File: config.mk
export PLATFORM = sky130hd
export DESIGN_NAME = mem_req_arbiter
export DESIGN_NICKNAME = d
export VERILOG_FILES = /design/src/rtl/mra_pkg.sv /design/src/rtl/mra_pick.sv /design/src/rtl/mra_beat_gen.sv /design/src/rtl/mem_req_arbiter.sv
export SDC_FILE = /design/constraint.sdc
export NUM_CORES = 1
export LEC_CHECK = 0
export CORE_MARGIN = 3
export CORE_UTILIZATION = 45
export CTS_CLUSTER_SIZE = 30
export DETAILED_ROUTE_END_ITERATION = 16
export DONT_BUFFER_PORTS = 1
export SYNTH_ARGS = -nofsm -noshare
export SYNTH_HDL_FRONTEND = slang
export SYNTH_SLANG_ARGS = --single-unit
File: constraint.sdc
create_clock -name clk -period 2.1 [get_ports clk]
set_input_delay 0.42 -clock clk [delete_from_list [all_inputs] [get_ports clk]]
set_output_delay 0.42 -clock clk [all_outputs]
set_load 0.005 [all_outputs]
File: src/rtl/mra_pkg.sv
package mra_pkg;

    localparam int NUM_SRC = 3;

    typedef enum logic [1:0] {
        SRC_FLUSH = 2'd0,
        SRC_CPU   = 2'd1,
        SRC_PCI   = 2'd2
    } src_e;

    typedef enum logic [1:0] {
        SZ_ONE  = 2'd0,
        SZ_TWO  = 2'd1,
        SZ_FOUR = 2'd2,
        SZ_RSV  = 2'd3
    } size_e;

    typedef struct packed {
        src_e  src;
        logic  wr;
        size_e size;
    } req_meta_t;

    // index of the final beat for a size code
    function automatic logic [1:0] final_beat(input size_e sz);
        case (sz)
            SZ_TWO:  final_beat = 2'd1;
            SZ_FOUR: final_beat = 2'd3;
            default: final_beat = 2'd0;
        endcase
    endfunction

    // doubleword index inside the 32-byte line for beat number cnt
    function automatic logic [1:0] wrap_index(input logic [1:0] start,
                                              input size_e sz,
                                              input logic [1:0] cnt);
        case (sz)
            SZ_FOUR: wrap_index = start + cnt;
            SZ_TWO:  wrap_index = {start[1], start[0] ^ cnt[0]};
            default: wrap_index = start;
        endcase
    endfunction

endpackage

File: src/rtl/mra_pick.sv
module mra_pick
    import mra_pkg::*;
(
    input  logic [NUM_SRC-1:0] req,
    input  logic               token_pci,
    input  logic               enable,
    output logic [NUM_SRC-1:0] gnt
);
    always_comb begin
        gnt = '0;
        if (enable) begin
            if (req[SRC_FLUSH]) begin
                gnt[SRC_FLUSH] = 1'b1;
            end else if (req[SRC_CPU] && req[SRC_PCI]) begin
                if (token_pci) gnt[SRC_PCI] = 1'b1;
                else           gnt[SRC_CPU] = 1'b1;
            end else if (req[SRC_CPU]) begin
                gnt[SRC_CPU] = 1'b1;
            end else if (req[SRC_PCI]) begin
                gnt[SRC_PCI] = 1'b1;
            end
        end
    end
endmodule

File: src/rtl/mra_beat_gen.sv
module mra_beat_gen
    import mra_pkg::*;
#(
    parameter int ADDR_W = 32
) (
    input  logic              clk,
    input  logic              rst,
    input  logic              act_v,
    input  logic [ADDR_W-1:0] start_addr,
    input  size_e             size,
    input  logic              ack,
    output logic [ADDR_W-1:0] beat_addr,
    output logic              last
);
    localparam int LINE_LSB = 5;
    localparam int DW_LSB   = 3;

    logic [1:0] cnt;

    assign last      = (cnt == final_beat(size));
    assign beat_addr = {start_addr[ADDR_W-1:LINE_LSB],
                        wrap_index(start_addr[LINE_LSB-1:DW_LSB], size, cnt),
                        {DW_LSB{1'b0}}};

    always_ff @(posedge clk) begin
        if (rst) begin
            cnt <= '0;
        end else if (act_v && ack) begin
            cnt <= last ? 2'd0 : cnt + 2'd1;
        end
    end
endmodule

File: src/rtl/mem_req_arbiter.sv
module mem_req_arbiter
    import mra_pkg::*;
#(
    parameter int ADDR_W = 32
) (
    input  logic              clk,
    input  logic              rst,
    input  logic              flush_req,
    input  logic [ADDR_W-1:0] flush_addr,
    input  logic              flush_wr,
    input  logic [1:0]        flush_size,
    output logic              flush_gnt,
    input  logic              cpu_req,
    input  logic [ADDR_W-1:0] cpu_addr,
    input  logic              cpu_wr,
    input  logic [1:0]        cpu_size,
    output logic              cpu_gnt,
    input  logic              pci_req,
    input  logic [ADDR_W-1:0] pci_addr,
    input  logic              pci_wr,
    input  logic [1:0]        pci_size,
    output logic              pci_gnt,
    output logic              mc_valid,
    output logic [ADDR_W-1:0] mc_addr,
    output logic              mc_wr,
    output logic [1:0]        mc_src,
    output logic              mc_last,
    input  logic              mc_ack,
    output logic              mc_pend_valid,
    output logic [ADDR_W-1:0] mc_pend_addr
);
    localparam int DW_LSB = 3;

    logic [NUM_SRC-1:0] req_vec;
    logic [NUM_SRC-1:0] gnt_vec;
    logic [ADDR_W-1:0]  in_addr [NUM_SRC];
    req_meta_t          in_meta [NUM_SRC];

    assign req_vec[SRC_FLUSH] = flush_req;
    assign req_vec[SRC_CPU]   = cpu_req;
    assign req_vec[SRC_PCI]   = pci_req;

    assign in_addr[SRC_FLUSH] = flush_addr;
    assign in_addr[SRC_CPU]   = cpu_addr;
    assign in_addr[SRC_PCI]   = pci_addr;

    assign in_meta[SRC_FLUSH] = '{src: SRC_FLUSH, wr: flush_wr, size: size_e'(flush_size)};
    assign in_meta[SRC_CPU]   = '{src: SRC_CPU,   wr: cpu_wr,   size: size_e'(cpu_size)};
    assign in_meta[SRC_PCI]   = '{src: SRC_PCI,   wr: pci_wr,   size: size_e'(pci_size)};

    logic              act_v, pipe_v, token_pci;
    logic [ADDR_W-1:0] act_addr, pipe_addr;
    req_meta_t         act_meta, pipe_meta;
    logic              beat_last, done, act_free, any_gnt;
    logic [ADDR_W-1:0] sel_addr;
    req_meta_t         sel_meta;

    mra_pick u_pick (
        .req       (req_vec),
        .token_pci (token_pci),
        .enable    (!pipe_v),
        .gnt       (gnt_vec)
    );

    always_comb begin
        sel_addr = '0;
        sel_meta = '{src: SRC_FLUSH, wr: 1'b0, size: SZ_ONE};
        for (int i = 0; i < NUM_SRC; i++) begin
            if (gnt_vec[i]) begin
                sel_addr = in_addr[i];
                sel_meta = in_meta[i];
            end
        end
    end

    assign any_gnt  = |gnt_vec;
    assign done     = act_v && mc_ack && beat_last;
    assign act_free = !act_v || done;

    always_ff @(posedge clk) begin
        if (rst) begin
            act_v     <= 1'b0;
            pipe_v    <= 1'b0;
            token_pci <= 1'b0;
            act_addr  <= '0;
            pipe_addr <= '0;
            act_meta  <= '{src: SRC_FLUSH, wr: 1'b0, size: SZ_ONE};
            pipe_meta <= '{src: SRC_FLUSH, wr: 1'b0, size: SZ_ONE};
        end else begin
            if (done && act_meta.src != SRC_FLUSH) begin
                token_pci <= (act_meta.src == SRC_CPU);
            end
            if (act_free) begin
                if (pipe_v) begin
                    act_v    <= 1'b1;
                    act_addr <= pipe_addr;
                    act_meta <= pipe_meta;
                    pipe_v   <= 1'b0;
                end else if (any_gnt) begin
                    act_v    <= 1'b1;
                    act_addr <= sel_addr;
                    act_meta <= sel_meta;
                end else begin
                    act_v    <= 1'b0;
                end
            end else if (any_gnt) begin
                pipe_v    <= 1'b1;
                pipe_addr <= sel_addr;
                pipe_meta <= sel_meta;
            end
        end
    end

    mra_beat_gen #(.ADDR_W(ADDR_W)) u_beat (
        .clk        (clk),
        .rst        (rst),
        .act_v      (act_v),
        .start_addr (act_addr),
        .size       (act_meta.size),
        .ack        (mc_ack),
        .beat_addr  (mc_addr),
        .last       (beat_last)
    );

    assign flush_gnt     = gnt_vec[SRC_FLUSH];
    assign cpu_gnt       = gnt_vec[SRC_CPU];
    assign pci_gnt       = gnt_vec[SRC_PCI];
    assign mc_valid      = act_v;
    assign mc_wr         = act_meta.wr;
    assign mc_src        = act_meta.src;
    assign mc_last       = beat_last;
    assign mc_pend_valid = pipe_v;
    assign mc_pend_addr  = {pipe_addr[ADDR_W-1:DW_LSB], {DW_LSB{1'b0}}};
endmodule

==> impl_results.md, run 1 <==
* Status: finished, final reports clean
* Fin nets at around 570
* Met2 Track Usage GR at roughly 38%
* XOR/XNOR Fraction of Synth Area at 0.673%
* Final wirelength at 11.9 mm
* Final core utilization at roughly 50%
* HPWL Detailed at 7.92 mm
* WP buf/inv at 3
* Drt first pass iters at 4
* Post-Route Setup TNS at 0 ns
* Core area at 0.00834 mm2
* Met3 Use GR at 6.87%
* Largest delay share family, worst path: simple AND/OR/NAND/NOR gates
* Syn Inst Count at a little under 500
* Starting Density at approximately 47%
* First-pass GRT wire length at 18.2 mm
* Max clock buf depth at 2
* Nature of the critical path endpoint: primary output
* Grt peak-use layer: met2
* Detailed-route vias per instance at 6.38
* Worst EP arrival at 1.63 ns
* Synth Area in Compound Gates at 33.2%
* Synth Cell Area at slightly below 0.004 mm2
* Most common cell on crit path: buf_4
* Final instance area at roughly 0.0042 mm2
* Post-synthesis adder-cell area fraction at less than 1%
* WL/cell at 21.2 um
* Simple-gate area share of the yosys netlist at between 10% and 20%
* Clk_lat worst skew at 0.34 ns
* CP required at approximately 1.7 ns
* Clock sink count at 73
* DR iter-0 viols at ~200
* Total power at 0.00381 W
* Initial antenna violation count at 0
* Max-cap viol count at 0
* Number of synthesized register bits at 73
* Max frequency at a little under 500 MHz
* Maximum vdd ir drop at 0.322 mV
* Pin count of the biggest net entering global routing at 50
* Die Span Y at about 99 um
* Grt ovf at 0
* Post-synthesis mux area share at 0%
* YS warnings at 0
* Layout cells sized above 1 at 14.2%
* Num CTS Buffers at 9
* Die area at 0.00983 mm2
* DR vias at 3,597
* Final hold slack at 0.136 ns
* Period Utilization, post-route at 97.5%
* Clk slew on worst S/H paths at 0.07 ns
* Syn avg cell area at 8.07 um2
* Hold crit path type: in2reg
* Synthesis-to-finish area growth at 6.79%
* Met1 Use GR at 29.5%
* Slowest Stage Delay on Critical Path at roughly 0.40 ns
* Clock skew at 0.00800 ns
* Register area share after synthesis at a little under two fifths
* Placer Congestion at 0.827
* Die span in x at approximately 100 um
* Drc violations at 0
* Worst-Margin Slew at between 0.7 and 0.8 ns
* Port Buf Inserts at 0
* Crit path launch type: flip-flop
* Final setup vio count at 0
* Fin. Hold Viols at 0
* Peak fanout along the critical path at 10
* Rel. slew slack at 52.3%
* # IOs at 184
* Slew Viols, Final at 0
* Clk root buf: clkbuf_8
* Number of nets with antenna violations after routing at 0
* TritonCTS clock tree: yes
* Netlist cell types at 38
* # rows at 33
* Main combinational cell family by area after synthesis: compound AO/OA/AOI/OAI gates
* Antenna fix cells at 0
* Pwr Density at 914 mW/mm2
* Static Leak at 1.48 nW
* Cell chain of the critical path: or3b_4 > or2_1 > buf_4 > clkinv_8 > buf_4
* Crit path max-delay cell type: or3b_4
* Worst Setup Path Type: reg2out
* H-tree levels at 3
* Min Tclk post-route at 2.05 ns
* Vias in the first global route at 3,355
* Tot GR Track Use at 23.3%
* Area of placed instances at a little under 0.004 mm2
* R2R Setup Slk at 0.16 ns
==> state kept, by name (all words and copies together) (netlist names) <==
register,count
act_addr,29
act_meta,2
mc_pend_valid,1
mc_src,2
mc_valid,1
mc_wr,1
pipe_addr,29
pipe_meta,5
token_pci,1
u_beat.cnt,2
==> through the flow <==
stage	cells	setup slack [ns]
final	564	0.0520
after global routing	564	-0.0178
after CTS	562	0.00321
after detailed placement	543	-0.267
after global placement	543	-0.267
after floorplan	489	0.0807
==> cells in the mapped netlist <==
cell type / number / area share [%]
a211o_1: 1 / 0.22
a311oi_1: 30 / 6.7
nor4_1: 1 / 0.16
buf_1: 2 / 0.19
clkbuf_1: 31 / 3.0
clkinv_8: 1 / 0.42
ha_1: 3 / 0.96
or3b_1: 1 / 0.22
or3_1: 1 / 0.16
buf_2: 8 / 1.0
inv_1: 29 / 2.8
nand2_1: 62 / 6.0
nor2_2: 1 / 0.16
dfxtp_1: 73 / 37
xnor2_1: 2 / 0.45
or4_1: 1 / 0.19
or4b_1: 1 / 0.26
nand3_2: 1 / 0.26
o31ai_2: 1 / 0.32
or2_2: 1 / 0.16
nor3_1: 29 / 3.7
nor2_1: 4 / 0.38
a222oi_1: 7 / 1.8
o31a_1: 1 / 0.22
nor2b_1: 2 / 0.32
clkinv_1: 2 / 0.19
o21ai_0: 7 / 0.90
conb_1: 1 / 0.096
buf_6: 3 / 0.87
a21oi_1: 50 / 6.4
buf_4: 37 / 7.1
o21ba_2: 1 / 0.26
o2bb2ai_1: 25 / 5.6
xor2_1: 1 / 0.22
a211oi_1: 10 / 1.9
o22ai_1: 50 / 8.0
a311oi_2: 2 / 0.77
or2_1: 1 / 0.16
==> layout by cell type (no fill, tap or decap), types with 3 or more instances in the layout <==
master,instances
dfxtp_1,72
o22ai_1,50
nor3_1,29
nand2_1,62
clkbuf_1,3
buf_4,27
clkbuf_8,10
o21ai_0,6
inv_1,29
nor2_4,3
buf_12,6
a211oi_1,10
conb_1,6
a222oi_1,7
o2bb2ai_1,25
a311oi_1,30
a21oi_1,50
==> worst paths after layout <==
| check | from | endpoint | depth (start not counted) |
|---|---|---|---|
| max | mc_pend_valid$_SDFFE_PP0P_ | pci_gnt | 5 |
| min | rst | u_beat.cnt[0]$_SDFFE_PP0N_ | 1 |
| max reg2reg | act_meta[0]$_SDFFE_PP0P_ | pipe_addr[16]$_SDFFE_PP0P_ | 8 |
| min reg2reg | pipe_meta[0]$_SDFFE_PP0P_ | pipe_meta[0]$_SDFFE_PP0P_ | 2 |
==> repair_timing <==
action                                  4_1_cts  5_1_grt
endpoints found under the setup margin       61       52
resized for setup                             3        4
gates cloned                                  1        0
pin swaps                                     5        3
hold buffers                                  0        0
buffers inserted                              2        2
==> worst register-to-register path: stages, from the launching register on <==
cell     delay, ns
dfxtp_1       0.33
inv_1         0.07
ha_4          0.25
xnor2_2       0.30
o31a_1        0.22
buf_4         0.22
nand3_2       0.12
buf_12        0.20
o22ai_1       0.17
==> power by group <==
part	leakage (nW)	internal, W	switching, W	total [W]
Combinational	0.786	0.000421	0.000569	0.000990
Clock	0.0974	0.000580	0.000518	0.00110
Sequential	0.601	0.00156	0.000161	0.00172
Total	1.48	0.00256	0.00125	0.00381
==> cell families after synthesis <==
family	Yosys count
xor gates and xnor gates	3
buffers and inverters	113
other	1
and+or+nand+nor	106
DFF	73
AOI/OAI and AO/OA	185
adders and majority gates	3
==> final cells by class <==
| cell class | count | area (um2) |
|---|---|---|
| Inverter | 32 | 133 |
| Timing Repair Buffer | 34 | 334 |
| Fill cell | 819 | 4170 |
| Clock buffer | 13 | 149 |
| Multi-Input combinational cell | 304 | 1920 |
| Sequential cell | 73 | 1460 |
| Clock inverter | 3 | 40.0 |
| Tap cell | 105 | 131 |
==> per-layer routing <==
metal / wire length [um] / up-vias
met2: 5730 / 166
met1: 4890 / 1720
met4: 286 / 0
met3: 1030 / 21
met5: 0 / -
li1: - / 1690
Note: power is estimated with default switching activity, not from simulation.
==> run 2, diff against run 1 <==
CORE_UTILIZATION = 35   (was 45)
clock period = 2 ns   (was 2.1 ns; I/O delays follow)
==> run 2 against run 1 <==
Critical path depth rose by 2. Core utilization fell by 9.8 points. Combinational power rose by 9%. Cell count rose by 5.9%. Sequential cell count did not move.
==> impl_results.md, run 2 (synthesis results as in run 1) <==
* Status: finished, final reports clean
* Pwr Density at 940 mW/mm2 (+3.0%)
* Slew Viols, Final at 0 (unchanged)
* Initial antenna violation count at 0 (unchanged)
* Maximum vdd ir drop at 0.377 mV (+17%)
* Drt first pass iters at 5 (+1)
* Starting Density at 36.8% (-10 points)
* Final setup vio count at 0 (unchanged)
* # rows at 37 (+12%)
* RSZ-0062 raised after global routing: true
* Hold crit path type: in2reg
* Crit Reg-Reg Startpoint: mc_pend_valid$_SDFFE_PP0P_
* Die area at 0.0125 mm2 (+27%)
* Max frequency at 509 MHz
* Hold depth at 1 (unchanged)
* Max-cap viol count at 0 (unchanged)
* Max clock buf depth at 2 (unchanged)
* CP required at 2.22 ns (+0.54 ns)
* Most common cell after layout, fill and taps aside: dfxtp_1
* Drc violations at 0 (unchanged)
* Worst-Margin Slew at 0.527 ns (-0.186 ns)
* Final instance area at 0.00426 mm2 (+2.2%)
* Die Span Y at 112 um (+13%)
* Inst Count DP at 581 (+7.0%)
* R2R Setup Slk at 0.04 ns (-0.12 ns)
* Largest registers: act_addr x29, pipe_addr x29, pipe_meta x5
* Clock sink count at 73 (unchanged)
* Clk slew on worst S/H paths at 0.08 ns (about the same)
* WL/cell at 22.0 um (+3.8%)
* Synthesis-to-finish area growth at 9.10%
* Area of placed instances at 0.00400 mm2 (+3.0%)
* First-pass GRT wire length at 19.9 mm (+9.3%)
* Clk_lat worst skew at 0.34 ns (about the same)
* Die span in x at 112 um (+13%)
* Fin nets at 571 (+0.53%)
* Layout cells sized above 1 at 16.1% (+1.9 points)
* Number of nets with antenna violations after routing at 0 (unchanged)
* Worst Hold Launch: rst
* Worst EP arrival at 2.18 ns (+0.55 ns)
* Tot GR Track Use at 19.9% (-3.5 points)
* Final hold slack at 0.116 ns (-0.0198 ns)
* Pin count of the biggest net entering global routing at 50 (unchanged)
* Final core utilization at 40.2% (-9.8 points)
* Final wirelength at 13.1 mm (+9.9%)
* DR vias at 3,685 (+2.4%)
* Antenna fix cells at 0 (unchanged)
* Peak fanout along the critical path at 25 (+15)
* Clk root buf: clkbuf_8
* # IOs at 184 (unchanged)
* Non-Filler Instances at 597 (+5.9%)
* Hold Crit Endpoint: u_beat.cnt[0]$_SDFFE_PP0N_
* R2R depth at 7 (-1)
* Fin. Hold Viols at 0 (unchanged)
* H-tree levels at 3 (unchanged)
* DR iter-0 viols at 322 (+59%)
* HPWL Detailed at 9.12 mm (+15%)
* Num CTS Buffers at 9 (unchanged)
* Port Buf Inserts at 0 (unchanged)
* Vias in the first global route at 3,498 (+4.3%)
* Period Utilization, post-route at a little under 100%
* TritonCTS clock tree: yes
* Rel. slew slack at 64.8% (+13 points)
* Crit path launch type: flip-flop
* Detailed-route vias per instance at 6.17 (-3.2%)
* Worst reg2reg path endpoint: act_addr[30]$_SDFFE_PP0P_
* Core area at 0.0106 mm2 (+27%)
* Placer Congestion at 0.770 (-6.9%)
* Most frequent cells in the layout: 70 x dfxtp_1, 62 x nand2_1, 50 x a21oi_1
* Worst Setup Path Type: reg2reg
* Nature of the critical path endpoint: flip-flop
* Min Tclk post-route at 1.96 ns
* CTS Hold Buffers Added at 0 (unchanged)
* Static Leak at 1.51 nW (+1.8%)
* Clock skew at 0.0148 ns (+0.00676 ns)
* Grt ovf at 0 (unchanged)
run 2: worst max-delay path by stage:
stage | from | endpoint | slack, ns
6_report | mc_pend_valid$_SDFFE_PP0P_ | act_addr[30]$_SDFFE_PP0P_ | 0.04
5_1_grt | act_meta[0]$_SDFFE_PP0P_ | mc_last | -0.009
4_1_cts | act_meta[0]$_SDFFE_PP0P_ | mc_last | -0.0006
3_5_place_dp | act_meta[0]$_SDFFE_PP0P_ | pipe_addr[10]$_SDFFE_PP0P_ | -0.12
3_3_place_gp | act_meta[0]$_SDFFE_PP0P_ | pipe_meta[0]$_SDFFE_PP0P_ | -0.09
2_1_floorplan | act_meta[0]$_SDFFE_PP0P_ | act_addr[25]$_SDFFE_PP0P_ | 0.05
run 2: stage by stage:
step           worst slack (ns)   TNS [ns]  total power (W)
2_1_floorplan            0.0458          0          0.00259
3_3_place_gp            -0.0855      -1.85          0.00284
3_5_place_dp             -0.115      -2.58          0.00287
4_1_cts               -0.000614  -0.000614          0.00401
5_1_grt                -0.00898   -0.00898          0.00420
6_report                 0.0371          0          0.00401
run 2: report_power, final:
| group | total (W) | internal [W] | switching (W) |
|---|---|---|---|
| Clock | 0.00110 | 0.000565 | 0.000539 |
| Sequential | 0.00182 | 0.00164 | 0.000182 |
| Combinational | 0.00108 | 0.000465 | 0.000616 |
| Total | 0.00401 | 0.00267 | 0.00134 |
run 2: critical path, stage by stage, from the launching register on:
cell	delay [ns]
dfxtp_2	0.34
or3b_1	0.37
or2_4	0.30
buf_4	0.15
buf_12	0.15
o22ai_1	0.28
buf_4	0.17
a311oi_1	0.07
run 2: timing repair:
item / CTS / global route
resized for setup: 5 / 10
pin swaps: 2 / 1
setup buffers: 2 / 0
setup endpoints to repair: 30 / 31
gates cloned: 0 / 0
run 2: final cells by class:
| cell class | count | area, um2 |
|---|---|---|
| clock buffer | 11 | 131 |
| clock inverter | 4 | 45.0 |
| fill | 1074 | 6340 |
| inverter | 32 | 133 |
| multi-input combinational | 303 | 1950 |
| sequential | 73 | 1470 |
| tap | 136 | 170 |
| timing repair buffer | 38 | 368 |
run 2: per-layer routing:
| metal | vias up | wire length [um] | GRT usage, % |
|---|---|---|---|
| li1 | 1709 | - | - |
| met1 | 1742 | 5310 | 24.7 |
| met2 | 217 | 6460 | 33.3 |
| met3 | 17 | 1200 | 6.90 |
| met4 | 0 | 163 | 4.30 |
| met5 | - | 0 | 0 |
